<file path="src/rtl/rtc_sec_pkg.sv">
package rtc_sec_pkg;
  localparam int TICK_W_DEF = 16;
  localparam int FRAC_W_DEF = 4;
  localparam int SEC_W_DEF  = 32;
  localparam logic [20:0] CAL_RESET_DEF = 21'h198233;

  // progress of a written time value
  typedef enum logic [1:0] {
    SET_IDLE    = 2'd0,
    SET_PENDING = 2'd1,
    SET_TAKEN   = 2'd2
  } set_state_e;
endpackage

</file>
<file path="src/rtl/rtc_cal_reg.sv">
module rtc_cal_reg #(
  parameter int              CAL_W     = 21,
  parameter logic [CAL_W-1:0] RESET_VAL = '0
) (
  input  logic             clk,
  input  logic             rst,
  input  logic             wr,
  input  logic [CAL_W-1:0] wdata,
  output logic [CAL_W-1:0] cal
);
  always_ff @(posedge clk) begin
    if (rst)     cal <= RESET_VAL;
    else if (wr) cal <= wdata;
  end
endmodule

</file>
<file path="src/rtl/rtc_tick_div.sv">
module rtc_tick_div #(
  parameter int TICK_W = 16
) (
  input  logic            clk,
  input  logic            rst,
  input  logic            clear,
  input  logic [TICK_W:0] limit,
  output logic [TICK_W-1:0] tick,
  output logic            wrap
);
  logic [TICK_W:0] cnt;

  // a calibration write overrides the boundary
  assign wrap = !clear && (cnt == limit);
  assign tick = cnt[TICK_W-1:0];

  always_ff @(posedge clk) begin
    if (rst)                cnt <= '0;
    else if (clear || wrap) cnt <= '0;
    else                    cnt <= cnt + 1'b1;
  end
endmodule

</file>
<file path="src/rtl/rtc_frac_phase.sv">
module rtc_frac_phase #(
  parameter int FRAC_W = 4
) (
  input  logic              clk,
  input  logic              rst,
  input  logic              adv,
  output logic [FRAC_W-1:0] phase
);
  always_ff @(posedge clk) begin
    if (rst)      phase <= '0;
    else if (adv) phase <= phase + 1'b1;
  end
endmodule

</file>
<file path="src/rtl/rtc_sec_count.sv">
module rtc_sec_count
  import rtc_sec_pkg::*;
#(
  parameter int SEC_W = 32
) (
  input  logic             clk,
  input  logic             rst,
  input  logic             wrap,
  input  logic             set_wr,
  input  logic [SEC_W-1:0] set_data,
  output logic [SEC_W-1:0] secs,
  output logic [SEC_W-1:0] set_hold,
  output logic             loaded,
  output logic             pulse
);
  set_state_e st;

  function automatic logic [SEC_W-1:0] next_secs(input logic [SEC_W-1:0] s);
    return s + 1'b1;
  endfunction

  always_ff @(posedge clk) begin
    if (rst) begin
      secs     <= '0;
      set_hold <= '0;
      st       <= SET_IDLE;
      pulse    <= 1'b0;
    end else begin
      pulse <= wrap;
      if (set_wr) begin
        set_hold <= set_data;
        st       <= SET_PENDING;
      end
      if (wrap) begin
        if (st == SET_PENDING && !set_wr) begin
          secs <= set_hold;
          st   <= SET_TAKEN;
        end else begin
          secs <= next_secs(secs);
        end
      end
    end
  end

  assign loaded = (st == SET_TAKEN);
endmodule

</file>
<file path="src/rtl/rtc_seconds_core.sv">
module rtc_seconds_core
  import rtc_sec_pkg::*;
#(
  parameter int TICK_W = TICK_W_DEF,
  parameter int FRAC_W = FRAC_W_DEF,
  parameter int SEC_W  = SEC_W_DEF,
  localparam int CAL_W = TICK_W + FRAC_W + 1,
  parameter logic [CAL_W-1:0] CAL_RESET = CAL_W'(CAL_RESET_DEF)
) (
  input  logic             clk,
  input  logic             rst,
  input  logic             cal_wr,
  input  logic [CAL_W-1:0] cal_data,
  input  logic             set_wr,
  input  logic [SEC_W-1:0] set_data,
  output logic [SEC_W-1:0] secs,
  output logic [TICK_W-1:0] tick,
  output logic             sec_pulse,
  output logic [SEC_W-1:0] set_rdback,
  output logic             time_loaded
);
  localparam int EN_BIT = CAL_W - 1;

  logic [CAL_W-1:0]  cal_q;
  logic [FRAC_W-1:0] phase;
  logic [TICK_W:0]   limit;
  logic              wrap;

  // limit of the current second: base ticks plus one trim tick
  function automatic logic [TICK_W:0] second_limit(
    input logic [CAL_W-1:0]  c,
    input logic [FRAC_W-1:0] ph
  );
    logic [TICK_W:0] base;
    logic            extra;
    base  = {1'b0, c[TICK_W-1:0]};
    extra = c[EN_BIT] && (ph < c[TICK_W +: FRAC_W]);
    return base + {{TICK_W{1'b0}}, extra};
  endfunction

  assign limit = second_limit(cal_q, phase);

  rtc_cal_reg #(.CAL_W(CAL_W), .RESET_VAL(CAL_RESET)) cal_i (
    .clk(clk), .rst(rst), .wr(cal_wr), .wdata(cal_data), .cal(cal_q)
  );

  rtc_tick_div #(.TICK_W(TICK_W)) div_i (
    .clk(clk), .rst(rst), .clear(cal_wr), .limit(limit),
    .tick(tick), .wrap(wrap)
  );

  rtc_frac_phase #(.FRAC_W(FRAC_W)) ph_i (
    .clk(clk), .rst(rst), .adv(wrap), .phase(phase)
  );

  rtc_sec_count #(.SEC_W(SEC_W)) cnt_i (
    .clk(clk), .rst(rst), .wrap(wrap), .set_wr(set_wr), .set_data(set_data),
    .secs(secs), .set_hold(set_rdback), .loaded(time_loaded), .pulse(sec_pulse)
  );
endmodule

</file>
<file path="config.mk">
export PLATFORM = sky130hd
export DESIGN_NAME = rtc_seconds_core
export DESIGN_NICKNAME = d
export VERILOG_FILES = /design/src/rtl/rtc_sec_pkg.sv /design/src/rtl/rtc_cal_reg.sv /design/src/rtl/rtc_tick_div.sv /design/src/rtl/rtc_frac_phase.sv /design/src/rtl/rtc_sec_count.sv /design/src/rtl/rtc_seconds_core.sv
export SDC_FILE = /design/constraint.sdc
export NUM_CORES = 1
export LEC_CHECK = 0
export CAP_MARGIN = 20
export CORE_UTILIZATION = 40
export CTS_CLUSTER_DIAMETER = 60
export DETAILED_ROUTE_END_ITERATION = 16
export GPL_ROUTABILITY_DRIVEN = 0
export MAX_ROUTING_LAYER = met4
export PLACE_DENSITY = 0.7
export RECOVER_POWER = 100
export SYNTH_ARGS = -nofsm -noshare
export SYNTH_HDL_FRONTEND = slang
export SYNTH_SLANG_ARGS = --single-unit
</file>
<file path="constraint.sdc">
create_clock -name clk -period 3.6 [get_ports clk]
set_input_delay 0.72 -clock clk [delete_from_list [all_inputs] [get_ports clk]]
set_output_delay 0.72 -clock clk [all_outputs]
set_load 0.01 [all_outputs]
</file>
# After elaboration in Yosys (flattened, before gate mapping)
# Cells that the tools add are included.
# totals
ff_bits	109
in_bits	57
output_inout_bits	82
elab_cells	26
# op_classes
add_sub_neg	4
n_lt_le_gt_ge	1
eq_ne	3
muxes	4
n_reduce_logical	7
# ops
cell	count
adder 32 x 1 -> 32 bit, second input constant	1
two-way mux 32 bit	1
adder 16 x 1 -> 17 bit	1
adder 17 x 1 -> 17 bit, second input constant	1
equality test 17 bit	1
two-way mux 2 bit	3
adder 4 x 1 -> 4 bit, second input constant	1
< comparator 4 bit	1
logical AND 1 bit	3
equality test 2 x 1 -> 1 bit, second input constant	1
equality test 2 bit, second input constant	1
logical NOT 1 bit	2
OR reduction 2 bit	1
logical OR 1 bit	1

# Logic depth before layout (Yosys ltp)
# logic_depth
depth_word	7
depth_mapped	17

# Cells and area by module
# From an unflattened synthesis, not the netlist that was laid out.
# hier_totals
cells_unflattened	648
area_unflattened_um2	5706.7
# modules_own_cells
module	n_inst	cells_each	area_each_um2	seq_area_each_um2
rtc_sec_count	1	388	3296.9	1341.3
rtc_tick_div	1	122	1036.0	340.3
rtc_cal_reg	1	68	773.2	420.4
rtc_seconds_core	1	54	421.7	0.0
rtc_frac_phase	1	16	178.9	80.1

# Worst setup path after synthesis
# OpenSTA, ideal clock, no wires.
# synth_path
path_kind	flip-flop to flip-flop
from	register cal_i.cal[17]
to	register ph_i.phase[2]
t_arrival_ns	3.395
required_time_ns	3.530
path_slack_ns	0.135
path_stages_with_launch	17
path_buffers	1
cell_sequence	dfxtp_1 inv_1 ha_1 a21oi_1 nor2b_1 o21ai_0 and3b_1 ha_1 ha_1 nand3_1 nor3_1 o211ai_1 a32o_1 or4_4 buf_6 or3_1 a21oi_1
# synth_between
elab_chain_cells	5
# synth_lines
element	line_no	rtl
start, declared	rtc_cal_reg.sv:9	output logic [CAL_W-1:0] cal
start signal, assigned	rtc_cal_reg.sv:13	else if (wr) cal <= wdata;
< comparator 4 bit	rtc_seconds_core.sv:37	extra = c[EN_BIT] && (ph < c[TICK_W +: FRAC_W]);
logical AND 1 bit	rtc_seconds_core.sv:37	
adder 16 x 1 -> 17 bit	rtc_seconds_core.sv:38	return base + {{TICK_W{1'b0}}, extra};
equality test 17 bit	rtc_tick_div.sv:14	assign wrap = !clear && (cnt == limit);
logical AND 1 bit	rtc_tick_div.sv:14	
end signal, assigned	rtc_frac_phase.sv:11	else if (adv) phase <= phase + 1'b1;
end, declared	rtc_frac_phase.sv:7	output logic [FRAC_W-1:0] phase
# No other way between the ends.
# A chain may end at the register's enable or synchronous reset.

# Worst setup path in the final report
# layout_path
from	register cal_i.cal[17]
to	register ph_i.phase[3]
# The elaborated chain is that of the path after synthesis.

==> summary.md <==
| Metric | Value |
|---|---|
| Run status | complete, but fails checks |
| Failing checks | capacitance limit, slew limit |
| Effective utilization at floorplan | 0.416 |
| # diodes | 0 |
| Net load switching power | 621 uW |
| Hold Violations, Final | 0 |
| Synth Instances | 675 |
| GRT Residual Overflow | 0 |
| Combinational group share of total power | 0.125 |
| Setup repair after global routing missed its margin | true |
| Required @ worst endpoint | 3.89 ns |
| Fraction of power consumed by sequential logic | 0.513 |
| Total nets after synthesis | 740 |
| Max-capacitance violation count | 2 |
| Category of the critical setup timing path | reg2reg |
| Slew Limit Fails | 59 |
| Maximum vdd drop | 0.000241 V |
| DRT antenna net count | 0 |
| Cell types occupying the most area after synthesis | dfxtp_1, mux2i_1, nor2_1 |
| Root Buffer Master | clkbuf_16 |
| Iteration-0 DRC count of the detailed router | 473 |
| Maximum number of pins on one net before global-route repair | 41 |
| Power per unit of standard cell area | 335 nW/um^2 |
| Vias per cell | 5.44 |
| Clk pwr share | 0.362 |
| Number of setup violations in the final report | 0 |
| Crit path capture type | flip-flop |
| Maximum buffer depth of the clock tree | 2 |
| Share of the clock period used by the worst path after layout | 0.972 |
| Syn Area/Cell | 8.25 um^2 |
| Via count | 5,247 |
| Number of distinct library cells after synthesis | 51 |
| Util after Layout | 0.559 |
| Global-route wire length before repair | 24.9 mm |
| Area added between synthesis and finish | 34.4% |
| Clock-pin slew of the registers on the worst-case setup and hold paths | 0.07 ns |
| Clock period minus final worst setup slack | 3.50 ns |
| CP Cell Sequence | inv_1 > ha_1 > a21oi_2 > nor2b_1 > o21ai_1 > and3b_1 > ha_4 > nand3_4 > nor4_1 > xnor2_1 > a221o_1 > or4_4 > or3_4 > a21oi_2 |
| Core footprint | 13,400 um^2 |
| Worst Path Arrival | 3.79 ns |
| TritonCTS clock tree | done |
| Cell-internal power | 1880 uW |
| Largest clock skew in the final design | 0.00610 ns |
| Sum of routed wire length over all layers | 15.4 mm |
| Clock network latency to the later pin of the worst-skew pair | 0.36 ns |
| Number of warning messages in the yosys log | 0 |
| Number of levels in the clock H-tree | 3 |
| Final Hold Slack | 0.490 ns |
| Slowest cell on the critical path | or4_4 |
| Most Frequent Cell on Critical Path | a21oi_2 |
| Class of the tightest hold or removal check | reg2reg |
| All-Layer GR Usage | 0.223 |
| Switching Share | 0.248 |
| Number of placement rows | 42 |
| Maximum clock rate | 286 MHz |
| Full die area | 14,400 um^2 |
| Top fanout value on the critical path | 8 |
| Die W | 120 um |
| Net count reported at finish | 852 |
| Number of synthesized register bits | 109 |
| Cell type contributing the most total cell area after synthesis | dfxtp_1 |
| Number of clock buffers inserted by TritonCTS | 9 |
| HPWL after DPL | 10.8 mm |
| DR WL/cell | 16.0 um |
| Number of flops mapped to enable cells by yosys | 0 |
| Share of the synthesized area in the top cell type | 0.392 |
| Number of antenna violations at the first check in global routing | 0 |
| Via count of the first global-routing pass | 5,050 |
| Min-Delay Path Depth | 2 |
| Crit start category | flip-flop |
| Max stage delay on crit path | 0.57 ns |
| Most instantiated flip-flop cell in the synthesis netlist | dfxtp_1 |
| DRC violations left | 0 |
| Clock Sink Count | 109 |
| Ratio of cells with drive above 1 in the final layout | 0.0798 |
| Leakage power summed over all cells | 0.00302 uW |
| Transition time at the pin with the least slew margin | 2.36 ns |
| Port-buffer cells | 138 |
| Syn Std Cell Area | 5570 um^2 |
| Sequential share of the synthesized area | 0.392 |
| Slew HR | -0.573 |
| Count of hold-fix buffers inserted at cts | 0 |
| First-pass DRT Iterations | 4 |
| Cells on worst reg2reg path | 14 |
| Die height | 120 um |
| I/O pin count | 139 |
| Post-synthesis async set-or-reset flop share | 0 |
## kinds of logic after synthesis
family	synth area share
XOR/XNOR	0.0566
AO/OA/AOI/OAI	0.146
buffers and inverters	0.0561
multiplexers	0.0952
flip-flops	0.392
AND/OR/NAND/NOR	0.236
adder cells (fa/ha/maj)	0.0180
## cell usage after synthesis (4+ instances only)
cell type  number
nor3_1          5
and3_1         11
xnor2_1        15
o21ai_0        44
buf_2           4
and2_1          9
or3_1           7
mux2i_1        53
buf_4          16
dfxtp_1       109
inv_1           6
nand4_1        11
buf_1           4
ha_1            8
nand2_1        83
nor2b_1         4
a32o_1          4
a211oi_1       16
nand3_1        25
and4_1          6
clkbuf_1       33
a21oi_1        42
xor2_1         21
nor4_1          5
nor2_1         89
o31ai_1        11
## path summary, 6_finish.rpt
path	startpoint	to	slack, ns
max	cal_i.cal[17]	ph_i.phase[3]	0.10
max reg2reg	cal_i.cal[17]	ph_i.phase[3]	0.10
min	cal_i.cal[17]	cal_i.cal[17]	0.49
min reg2reg	cal_i.cal[17]	cal_i.cal[17]	0.49
## stage by stage
stage                     instance area, um^2  setup WS (ns)  power (uW)  std cells  TNS (ns)
after floorplan                          5570          0.135        1470        675         0
after global placement                   7030         0.0970        1600        948         0
after detailed placement                 7030         -0.158        1610        948     -2.45
after CTS                                7370         0.0122        2520        963         0
after global routing                     7490        -0.0388        2600        965    -0.153
final                                    7490          0.101        2510        965         0
## state kept, by name, summed over array words and instances, names as in the netlist
| name | flops |
|---|---|
| cnt_i.pulse | 1 |
| ph_i.phase | 4 |
| div_i.cnt | 17 |
| cal_i.cal | 21 |
| cnt_i.st | 2 |
| cnt_i.set_hold | 32 |
| cnt_i.secs | 32 |
## power groups by stage
stage	logic (uW)	clock network, uW	registers, uW
after floorplan	159	0	1310
after global placement	293	0	1310
final	314	907	1280
after global routing	343	967	1290
after detailed placement	301	0	1310
after CTS	310	922	1280
## area by class of cell
class	count	area (um^2)
inverters	6	22.5
repair buffers	159	1600
clock buffers	10	239
well taps	176	220
multi-input cells	502	3200
clock inverters	3	15.0
fillers	1223	5910
flip-flops and latches	109	2180
## critical path, delay by kind of cell (launching register included)
family | cells | cell delay, ns
simple gates | 6 | 1.78
compound gates | 4 | 0.70
fa+ha+maj | 2 | 0.47
buf+inv | 1 | 0.04
xor+xnor | 1 | 0.12
flops | 1 | 0.33
## cells in the final DEF, fill, tap and decap left out, drive strengths merged, types with 2 or more instances in the layout
cell type and instances:
buf 18, nand4 12, clkdlybuf4s50 53, and2 9
o31ai 11, ha 8, nand3b 3, or4 2
a21oi 42, and4 6, nor4 6, nor2 89
a211o 3, xnor2 15, nor3 5, a32o 4
inv 6, nand2 83, and3 11, nor2b 4
o211ai 3, or2 3, a22o 2, dfxtp 109
clkbuf 14, xor2 21, a211oi 16, dlygate4sd3 83
nand3 26, or3 8, nand2b 2, mux2i 53
clkinv 3, o21ai 44
## metal layers
layer	GRT usage	vias up	wire length [um]
li1	-	2574	-
met3	0.0485	35	950
met2	0.344	191	7050
met5	-	-	0
met4	0.0992	0	469
met1	0.277	2447	6960
## repair_timing
item | CTS | global route
pin swaps | 1 | 15
gates resized for setup | 9 | 32
gates cloned | 1 | 0
endpoints found under the setup margin | 35 | 38
buffers inserted | 1 | 1
(Power assumes the default switching activity.)
